===== src/rtl/pcrel_pkg.sv =====
// Package: pcrel_pkg
// Shared widths and operation codes for the relative branch unit.
// Assumes a machine where each branch instruction occupies one address step.
package pcrel_pkg;

    localparam int unsigned ADDR_W_DEF = 16;
    localparam int unsigned DISP_W_DEF = 8;
    localparam int unsigned OP_W       = 3;

    // Operation codes decoded by the condition evaluator.
    localparam logic [OP_W-1:0] OP_ALWAYS = 3'd0;
    localparam logic [OP_W-1:0] OP_IF_C   = 3'd1;
    localparam logic [OP_W-1:0] OP_IF_NC  = 3'd2;
    localparam logic [OP_W-1:0] OP_IF_Z   = 3'd3;
    localparam logic [OP_W-1:0] OP_IF_NZ  = 3'd4;

    // Registered result of one branch request.
    typedef struct packed {
        logic                  valid;
        logic                  taken;
        logic                  ext_clear;
        logic [ADDR_W_DEF-1:0] next_pc;
    } br_result_t;

endpackage


===== src/rtl/pcrel_disp_sel.sv =====
// Module: pcrel_disp_sel
// Builds the full-width signed displacement. It either sign-extends the
// short operand, or, in extension mode, places the extension byte above
// the operand and sign-extends the combined value.
// Assumes ADDR_W >= 2*DISP_W.
module pcrel_disp_sel #(
    parameter int unsigned DISP_W = 8,
    parameter int unsigned ADDR_W = 16
) (
    input  logic [DISP_W-1:0] disp_lo,
    input  logic [DISP_W-1:0] ext_hi,
    input  logic              ext_mode,
    output logic [ADDR_W-1:0] disp_full
);
    localparam int unsigned LONG_W    = 2 * DISP_W;
    localparam int unsigned SHORT_PAD = ADDR_W - DISP_W;

    logic [ADDR_W-1:0] short_ext;
    logic [ADDR_W-1:0] long_ext;
    logic [LONG_W-1:0] long_raw;

    // Concatenate the extension byte above the operand.
    always_comb long_raw = {ext_hi, disp_lo};

    // Sign-extend the short operand to the address width.
    always_comb short_ext = {{SHORT_PAD{disp_lo[DISP_W-1]}}, disp_lo};

    generate
        if (ADDR_W > LONG_W) begin : g_long_pad
            localparam int unsigned LONG_PAD = ADDR_W - LONG_W;
            // Sign-extend the combined displacement to the address width.
            always_comb long_ext = {{LONG_PAD{long_raw[LONG_W-1]}}, long_raw};
        end else begin : g_long_exact
            // The combined displacement already fills the address width.
            always_comb long_ext = long_raw[ADDR_W-1:0];
        end
    endgenerate

    // Choose between the short and extended displacement.
    always_comb disp_full = ext_mode ? long_ext : short_ext;

endmodule


===== src/rtl/pcrel_cond_eval.sv =====
// Module: pcrel_cond_eval
// Decodes the operation code. Reports whether the code names a branch,
// and whether that branch is taken under the current carry and zero flags.
// Codes outside the branch set are reported as non-branches.
module pcrel_cond_eval
    import pcrel_pkg::*;
(
    input  logic [OP_W-1:0] op,
    input  logic            flag_c,
    input  logic            flag_z,
    output logic            is_branch,
    output logic            take
);
    // Evaluate the jump condition for each operation code.
    always_comb begin
        is_branch = 1'b1;
        take      = 1'b0;
        case (op)
            OP_ALWAYS: take = 1'b1;
            OP_IF_C:   take = flag_c;
            OP_IF_NC:  take = ~flag_c;
            OP_IF_Z:   take = flag_z;
            OP_IF_NZ:  take = ~flag_z;
            default: begin
                is_branch = 1'b0;
                take      = 1'b0;
            end
        endcase
    end

endmodule


===== src/rtl/pcrel_target_add.sv =====
// Module: pcrel_target_add
// Forms the sequential address (branch address plus one instruction step)
// and the jump target (sequential address plus displacement).
// Both wrap modulo 2**ADDR_W.
module pcrel_target_add #(
    parameter int unsigned ADDR_W     = 16,
    parameter int unsigned INSTR_STEP = 1
) (
    input  logic [ADDR_W-1:0] cur_pc,
    input  logic [ADDR_W-1:0] disp_full,
    output logic [ADDR_W-1:0] seq_pc,
    output logic [ADDR_W-1:0] tgt_pc
);
    localparam logic [ADDR_W-1:0] STEP_V = ADDR_W'(INSTR_STEP);

    // Address of the instruction that follows the branch.
    always_comb seq_pc = cur_pc + STEP_V;

    // Jump target, measured from the following instruction.
    always_comb tgt_pc = seq_pc + disp_full;

endmodule


===== src/rtl/pcrel_branch_unit.sv =====
// Module: pcrel_branch_unit
// Top of the relative branch resolver. It combines the displacement,
// condition and adder stages, then registers the result one clock after
// the request. The extension prefix is consumed by every real branch,
// whether or not the jump is taken.
// Assumes a synchronous active-low reset and one request per cycle at most.
module pcrel_branch_unit
    import pcrel_pkg::*;
#(
    parameter int unsigned ADDR_W     = ADDR_W_DEF,
    parameter int unsigned DISP_W     = DISP_W_DEF,
    parameter int unsigned INSTR_STEP = 1
) (
    input  logic              clk,
    input  logic              rst_n,
    input  logic              req_valid,
    input  logic [OP_W-1:0]   req_op,
    input  logic [ADDR_W-1:0] req_pc,
    input  logic [DISP_W-1:0] req_disp,
    input  logic              req_flag_c,
    input  logic              req_flag_z,
    input  logic              req_ext_mode,
    input  logic [DISP_W-1:0] req_ext_byte,
    output logic              res_valid,
    output logic [ADDR_W-1:0] res_next_pc,
    output logic              res_taken,
    output logic              res_ext_clear
);
    localparam int unsigned SHORT_PAD = ADDR_W - DISP_W;

    logic [ADDR_W-1:0] disp_full;
    logic [ADDR_W-1:0] seq_pc;
    logic [ADDR_W-1:0] tgt_pc;
    logic              is_branch;
    logic              take;
    logic [ADDR_W-1:0] nxt_pc_d;
    logic              taken_d;
    logic              clear_d;

    pcrel_disp_sel #(
        .DISP_W    (DISP_W),
        .ADDR_W    (ADDR_W)
    ) disp_i (
        .disp_lo   (req_disp),
        .ext_hi    (req_ext_byte),
        .ext_mode  (req_ext_mode),
        .disp_full (disp_full)
    );

    pcrel_cond_eval cond_i (
        .op        (req_op),
        .flag_c    (req_flag_c),
        .flag_z    (req_flag_z),
        .is_branch (is_branch),
        .take      (take)
    );

    pcrel_target_add #(
        .ADDR_W     (ADDR_W),
        .INSTR_STEP (INSTR_STEP)
    ) add_i (
        .cur_pc    (req_pc),
        .disp_full (disp_full),
        .seq_pc    (seq_pc),
        .tgt_pc    (tgt_pc)
    );

    // Pick the next address and qualify the flags with the request.
    always_comb begin
        taken_d  = req_valid & is_branch & take;
        clear_d  = req_valid & is_branch & req_ext_mode;
        nxt_pc_d = taken_d ? tgt_pc : seq_pc;
    end

    // Register the result; the address holds while no request arrives.
    always_ff @(posedge clk) begin
        if (!rst_n) begin
            res_valid     <= 1'b0;
            res_taken     <= 1'b0;
            res_ext_clear <= 1'b0;
            res_next_pc   <= '0;
        end else begin
            res_valid     <= req_valid;
            res_taken     <= taken_d;
            res_ext_clear <= clear_d;
            if (req_valid) begin
                res_next_pc <= nxt_pc_d;
            end
        end
    end

    // ---------------- assertions ----------------
    AST_VALID_FOLLOWS: assert property (@(posedge clk) disable iff (!rst_n)
        req_valid |=> res_valid);
    AST_IDLE_QUIET: assert property (@(posedge clk) disable iff (!rst_n)
        !req_valid |=> (!res_valid && !res_taken && !res_ext_clear));
    AST_ALWAYS_TAKEN: assert property (@(posedge clk) disable iff (!rst_n)
        (req_valid && req_op == OP_ALWAYS) |=> res_taken);
    AST_NOT_TAKEN_SEQ: assert property (@(posedge clk) disable iff (!rst_n)
        (res_valid && !res_taken) |->
        res_next_pc == ADDR_W'($past(req_pc) + ADDR_W'(INSTR_STEP)));
    AST_SHORT_TARGET: assert property (@(posedge clk) disable iff (!rst_n)
        (res_valid && res_taken && !$past(req_ext_mode)) |->
        res_next_pc == ADDR_W'($past(req_pc) + ADDR_W'(INSTR_STEP)
            + {{SHORT_PAD{$past(req_disp[DISP_W-1])}}, $past(req_disp)}));
    AST_EXT_CONSUMED: assert property (@(posedge clk) disable iff (!rst_n)
        (req_valid && req_ext_mode && req_op <= OP_IF_NZ) |=> res_ext_clear);
    AST_NO_CLEAR_SHORT: assert property (@(posedge clk) disable iff (!rst_n)
        (req_valid && !req_ext_mode) |=> !res_ext_clear);
    AST_RESERVED_INERT: assert property (@(posedge clk) disable iff (!rst_n)
        (req_valid && req_op > OP_IF_NZ) |=> (!res_taken && !res_ext_clear));

endmodule


===== config.mk =====
export PLATFORM = sky130hd
export DESIGN_NAME = pcrel_branch_unit
export DESIGN_NICKNAME = d
export VERILOG_FILES = /design/src/rtl/pcrel_pkg.sv /design/src/rtl/pcrel_disp_sel.sv /design/src/rtl/pcrel_cond_eval.sv /design/src/rtl/pcrel_target_add.sv /design/src/rtl/pcrel_branch_unit.sv
export SDC_FILE = /design/constraint.sdc
export NUM_CORES = 1
export LEC_CHECK = 0
export BUFFER_PORTS_ARGS = -buffer_cell sky130_fd_sc_hd__buf_2
export CORE_MARGIN = 2
export CORE_UTILIZATION = 30
export DETAILED_ROUTE_END_ITERATION = 10
export SLEW_MARGIN = 20
export SYNTH_ARGS = -nofsm -noshare
export SYNTH_HDL_FRONTEND = slang
export SYNTH_SLANG_ARGS = --single-unit

===== constraint.sdc =====
create_clock -name clk -period 3.7 [get_ports clk]
set_input_delay 0.185 -clock clk [delete_from_list [all_inputs] [get_ports clk]]
set_output_delay 0.185 -clock clk [all_outputs]
set_load 0.01 [all_outputs]

==> reports/metrics.yaml, run 1 <==
status: "finished, final reports clean"
hold_viol: 0
slowest_stage: "nor3_2"
vias_per_cell: 5.11
crit_family: "simple AND/OR/NAND/NOR gates"
irDropWorstVdd_mv: 0.121
post-dp-hpwl_um: 4750
fin_crit_sh: 0.793
synth-seq-area-share: 0.181
die_y_um: 87.7
r2r_cells: 2
p_per_area_nw_per_um2: 267
max_stage_delay_ns: 0.37
hp-class: "input port to register"
pin_count: 60
ys_types: 54
drc: 0
dieArea_um2: 7690
synth_fp_nets: 325
finalClockSkew_ns: 0
start_kind: "input port"
cpMostUsedCell: "nand3_1"
drv_slew: 0
antenna_found_initial: 0
syn2layout_area_growth_pct: 20.7
crit_path_end_kind: "register"
grt_overflow: 0
synth_enable_flop_cells: 0
slew_headroom: 0.448
first_iter_violations: 90
min_from: "req_op[2]"
p_total_mw: 0.676
timing.rr.start: "res_next_pc[13]"
layoutNonFillerInstCount: 418
rsz0062_at_grt: "no"
cts_tree: "yes"
num_antenna_cells: 0
final_antenna_net_count: 0
tightest_slew_ns: 0.822
placed_area_um2: 2490
cts_max_level: 1
rows: 30
grt_max_degree: 28
grt_usage: 0.156
fin_crit_ns: 2.94
cts_buffer_depth: 2
drt_pass1_iterations: 4
routed_wl_um: 5800
chipWidth_um: 87.7
setup_slack_ns: 0.764
core_area_um2: 6790
hold_depth: 3
critPathBufInv: 1
path_max_fanout: 5
cts_buffers: 3
clkLatencyLatePin_ns: 0.26
start_util: 0.309
syn_area_per_cell_um2: 7.87
place_ws_ns: 0.513
fin_tns_setup_ns: 0
p_leak_nw: 1.18
final_nets: 381
criticalPathCategory: "input port to register"
fill_cells: 730
ctsResizeCount: 0
async_reset_ff_frac: 0
yosys_warnings: 0
grt_pass1_wl_um: 9580
path_clk_slew_ns: 0.07
placed_cells: 414
layout-drive-gt1-share: 0.230
wire_per_inst_um: 13.9
required_ns: 3.85
design_area_um2: 2540
setup_viol: 0
ys_ff_latch: 19
crit_arrival_ns: 3.09
grt_pass1_vias: 2021
postCtsSetupRepairBufs: 0
cts_hold_buf: 0
synthesis.area_um2: 2100
portBuffers: 59
ff2ff_setup_slack_ns: 2.81
fmax_mhz: 341
synth_ff_type: "dfxtp_1"
drv_cap: 0
rr_endpoint: "res_next_pc[13]"
gp_congestion: 0.965
crit_chain: "buf_2 > ha_1 > nand4_1 > nor3_2 > nand3_1 > xnor2_1 > ha_1 > a21oi_1 > nand3_1 > nor2_1 > o21ai_0 > nand3_1 > nor2_1 > a221o_1"
root_buffer: "clkbuf_8"
hold_path_end: "res_ext_clear"
cts_sinks: 19
syn_inst: 267
vias: 2134
-- per-stage QoR --
stage	util	hold WS (ns)
after floorplan	-	0.396
after global placement	0.366	0.461
after detailed placement	0.366	0.467
after CTS	0.373	0.285
after global routing	0.373	0.312
final	0.373	0.282
-- power by group --
part	internal, mW	switching (mW)
clock	0.0749	0.0739
combinational	0.130	0.169
sequential	0.221	0.00781
total	0.426	0.250
-- cell usage after synthesis, types with 3 or more instances --
master	n	area (um^2)
nand2_1	26	97.6
a21oi_1	20	100
xnor2_1	20	175
dfxtp_1	19	380
nor2_1	18	67.6
ha_1	16	200
nand3_1	14	70.1
inv_1	13	48.8
o21ai_0	11	55.1
xor2_1	9	78.8
clkbuf_1	8	30.0
nor3_1	7	35.0
nand4_1	6	37.5
o211a_1	6	60.1
o211ai_1	6	45.0
a21o_1	5	37.5
mux2i_1	5	50.1
nand3b_1	5	37.5
nor2b_1	4	25.0
o21a_1	4	30.0
and2_1	3	18.8
-- flip-flops by register name (all words and copies together) (netlist names) --
name,flops
res_next_pc,16
res_taken,1
res_valid,1
res_ext_clear,1
-- cells by family after synthesis --
family | share of synthesized area
compound gates | 0.235
buf+inv | 0.0417
mux | 0.0292
xor+xnor | 0.162
flops | 0.181
simple gates | 0.246
fa+ha+maj | 0.105
-- worst min-delay path, stage by stage --
cell and delay [ns]:
buf_2 0.10, o21ai_0 0.07, and3_1 0.15
-- final cells by class --
cell class | count | area [um^2] | share of cell area
multi-input cells | 225 | 1630 | 0.644
flip-flops and latches | 19 | 380 | 0.150
repair buffers | 60 | 303 | 0.119
well taps | 96 | 120 | 0.0474
inverters | 14 | 52.6 | 0.0207
clock buffers | 3 | 41.3 | 0.0163
clock inverters | 1 | 5.00 | 0.00197
-- layout by cell type, fill, tap and decap left out, types with 3 or more instances in the layout --
master | Yosys | layout
buf_2 | 1 | 59
nor3_1 | 7 | 7
xnor2_1 | 20 | 20
and2_1 | 3 | 3
o21ai_0 | 11 | 11
nand4_1 | 6 | 6
ha_1 | 16 | 16
a21oi_1 | 20 | 20
o211a_1 | 6 | 6
nand2_1 | 26 | 26
o21a_1 | 4 | 4
o211ai_1 | 6 | 6
nor2b_1 | 4 | 4
dfxtp_1 | 19 | 19
nand3b_1 | 5 | 5
xor2_1 | 9 | 9
a21o_1 | 5 | 5
inv_1 | 13 | 13
nand3_1 | 14 | 14
mux2i_1 | 5 | 5
clkbuf_8 | 0 | 3
nor2_1 | 18 | 18
-- worst max-delay path by stage --
stage,from,endpoint,slack (ns),depth (start not counted)
after global placement,req_pc[0],res_next_pc[13],0.61,14
after CTS,req_pc[0],res_next_pc[13],0.78,14
final,req_pc[0],res_next_pc[13],0.76,14
after detailed placement,req_pc[0],res_next_pc[13],0.51,14
after global routing,req_pc[0],res_next_pc[13],0.35,14
after floorplan,req_pc[0],res_next_pc[13],1.02,12
-- layer usage --
metal	up-vias	routed length, um	part of all wire	global-route usage
met2	51	2930	0.51	0.285
li1	1091	-	-	-
met1	988	2610	0.45	0.196
met5	-	0	0	0
met4	0	41	0.0071	0.0196
met3	4	218	0.038	0.0283
(Power assumes the default switching activity.)
==> run 2: changes to the inputs <==
==> constraint.sdc (replaced) <==
create_clock -name clk -period 3.01 [get_ports clk]
set_input_delay 0.1505 -clock clk [delete_from_list [all_inputs] [get_ports clk]]
set_output_delay 0.1505 -clock clk [all_outputs]
set_load 0.01 [all_outputs]
==> run 2 against run 1 <==
  * Clock power rose by 21%
  * Critical endpoint is now res_next_pc[12]
  * Register-to-register slack got worse by 0.70 ns
  * Total power rose by 24%
==> reports/metrics.yaml, run 2 (synthesized netlist as in run 1, its figures left out) <==
final_antenna_net_count: 0  # unchanged
grt_usage: 0.160  # was 0.156
crit_path_end: "res_next_pc[12]"  # was res_next_pc[13]
cts_sinks: 19  # unchanged
post-dp-hpwl_um: 4850  # was 4750 um
critPathBufInv: 1  # unchanged
cts_hold_buf: 0  # unchanged
irDropWorstVdd_mv: 0.229  # was 0.121 mV
setup_viol: 0  # unchanged
hp-class: "input port to register"  # unchanged
cts_max_level: 1  # unchanged
vias: 2241  # was 2134
largest-register: "res_next_pc"  # unchanged
pin_count: 60  # unchanged
fill_cells: 709  # was 730
dieArea_um2: 7690  # unchanged
p_leak_nw: 1.22  # was 1.18 nW
root_buffer: "clkbuf_8"  # unchanged
wire_per_inst_um: 14.2  # was 13.9 um
chipWidth_um: 87.7  # unchanged
critical_path_cell_count: 12  # was 14
syn2layout_area_growth_pct: 23.8  # was 20.7%
required_ns: 3.20  # was 3.85 ns
core_area_um2: 6790  # unchanged
portBuffers: 59  # unchanged
status: "finished, final reports clean"  # unchanged
tightest_slew_ns: 0.492  # was 0.822 ns
hold_slack_ns: 0.253  # was 0.282 ns
start_util: 0.309  # unchanged
final_nets: 390  # was 381
clkLatencyLatePin_ns: 0.25  # was 0.26 ns
criticalPathCategory: "input port to register"  # unchanged
startpoint: "req_pc[0]"  # unchanged
max_stage_delay_ns: 0.41  # was 0.37 ns
final_common_cell: "buf_2"  # unchanged
crit_path_end_kind: "register"  # unchanged
r2r_cells: 2  # unchanged
largest_reg_flops: 16  # unchanged
fin_crit_sh: 0.899
fmax_mhz: 369
num_antenna_cells: 0  # unchanged
slew_headroom: 0.672  # was 0.448
cts_buffer_depth: 2  # unchanged
path_max_fanout: 5  # unchanged
crit_arrival_ns: 2.90  # was 3.09 ns
drc: 0  # unchanged
drt_pass1_iterations: 4  # unchanged
drv_slew: 0  # unchanged
antenna_found_initial: 0  # unchanged
gp_congestion: 0.924  # was 0.965
routed_wl_um: 6080  # was 5800 um
grt_max_degree: 29  # was 28
cts_buffers: 3  # unchanged
grt_pass1_vias: 2137  # was 2021
fin_tns_setup_ns: 0  # unchanged
fin_crit_ns: 2.71
placed_area_um2: 2560  # was 2490 um^2
crit_chain: "buf_2 > nand4_1 > or2_2 > xnor2_1 > ha_1 > o2111ai_1 > a32oi_1 > a311oi_2 > o31ai_2 > xnor2_1 > or4_1 > nand4_1"  # was buf_2 > ha_1 > nand4_1 > nor3_2 > nand3_1 > xnor2_1 > ha_1 > a21oi_1 > nand3_1 > nor2_1 > o21ai_0 > nand3_1 > nor2_1 > a221o_1
design_area_um2: 2600  # was 2540 um^2
layout-drive-gt1-share: 0.248  # was 0.230
start_kind: "input port"  # unchanged
rows: 30  # unchanged
first_iter_violations: 91  # was 90
grt_pass1_wl_um: 9980  # was 9580 um
path_clk_slew_ns: 0.07  # about the same
vias_per_cell: 5.25  # was 5.11
ctsResizeCount: 0  # unchanged
hold_viol: 0  # unchanged
slowest_stage: "or4_1"  # was nor3_2
rsz0062_at_grt: "no"  # unchanged
timing.rr.start: "res_next_pc[13]"  # unchanged
finalClockSkew_ns: 0  # unchanged
crit_family: "compound AO/OA/AOI/OAI gates"  # was simple AND/OR/NAND/NOR gates
p_per_area_nw_per_um2: 323  # was 267 nW/um^2
rr_endpoint: "res_next_pc[13]"  # unchanged
final_cell_mix: "buf_2 (59), nand2_1 (26), xnor2_1 (20), a21oi_1 (20), dfxtp_1 (19)"  # unchanged
drv_cap: 0  # unchanged
postCtsSetupRepairBufs: 0  # unchanged
ff2ff_setup_slack_ns: 2.11  # was 2.81 ns
die_y_um: 87.7  # unchanged
grt_overflow: 0  # unchanged
cts_tree: "yes"  # unchanged
## run 2: changes by cell type in the layout (fill, tap and decap cells not counted), sizes merged
cell    previous run  this run
clkinv             2         1
clkbuf             3         4
buf               60        69
## run 2: stage by stage
stage | setup slack, ns | total power [mW] | cells | util
CTS | 0.303 | 0.853 | 427 | 0.383
floorplan | 0.365 | 0.543 | 267 | -
global placement | 0.103 | 0.660 | 423 | 0.376
finish | 0.303 | 0.842 | 427 | 0.383
global route | 0.106 | 0.909 | 427 | 0.383
detailed placement | 0.0666 | 0.666 | 423 | 0.376
## run 2: worst reg2reg max path, stage by stage (launching register included)
cell	delay [ns]
dfxtp_1	0.32
nor2b_1	0.13
a221o_1	0.35
## run 2: worst min path at each step
stage | end | slack, ns | cells past startpoint | startpoint
6_report | res_ext_clear | 0.25 | 3 | req_op[2]
5_1_grt | res_next_pc[1] | 0.29 | 3 | rst_n
3_3_place_gp | res_next_pc[5] | 0.46 | 1 | res_next_pc[5]
2_1_floorplan | res_ext_clear | 0.36 | 2 | req_op[2]
4_1_cts | res_ext_clear | 0.25 | 3 | req_op[2]
3_5_place_dp | res_next_pc[5] | 0.46 | 1 | res_next_pc[5]
## run 2: cell type report
| class | instances | area (um^2) | area share |
|---|---|---|---|
| Clock buffer | 4 | 45.0 | 0.0173 |
| Multi-Input combinational cell | 225 | 1630 | 0.628 |
| Inverter | 14 | 52.6 | 0.0202 |
| Sequential cell | 19 | 380 | 0.146 |
| Timing Repair Buffer | 69 | 370 | 0.142 |
| Tap cell | 96 | 120 | 0.0462 |
## run 2: power by group
part           total, mW  internal [mW]  switching (mW)
sequential         0.281          0.272         0.00901
clock              0.180         0.0941          0.0857
combinational      0.381          0.168           0.214
total              0.842          0.533           0.309
## run 2: per-layer routing
metal,share of wire,up-vias,GRT usage
met2,0.51,48,0.300
met1,0.44,1083,0.197
met4,0.0053,0,0.0140
li1,-,1105,-
met3,0.036,5,0.0283
met5,0,-,0
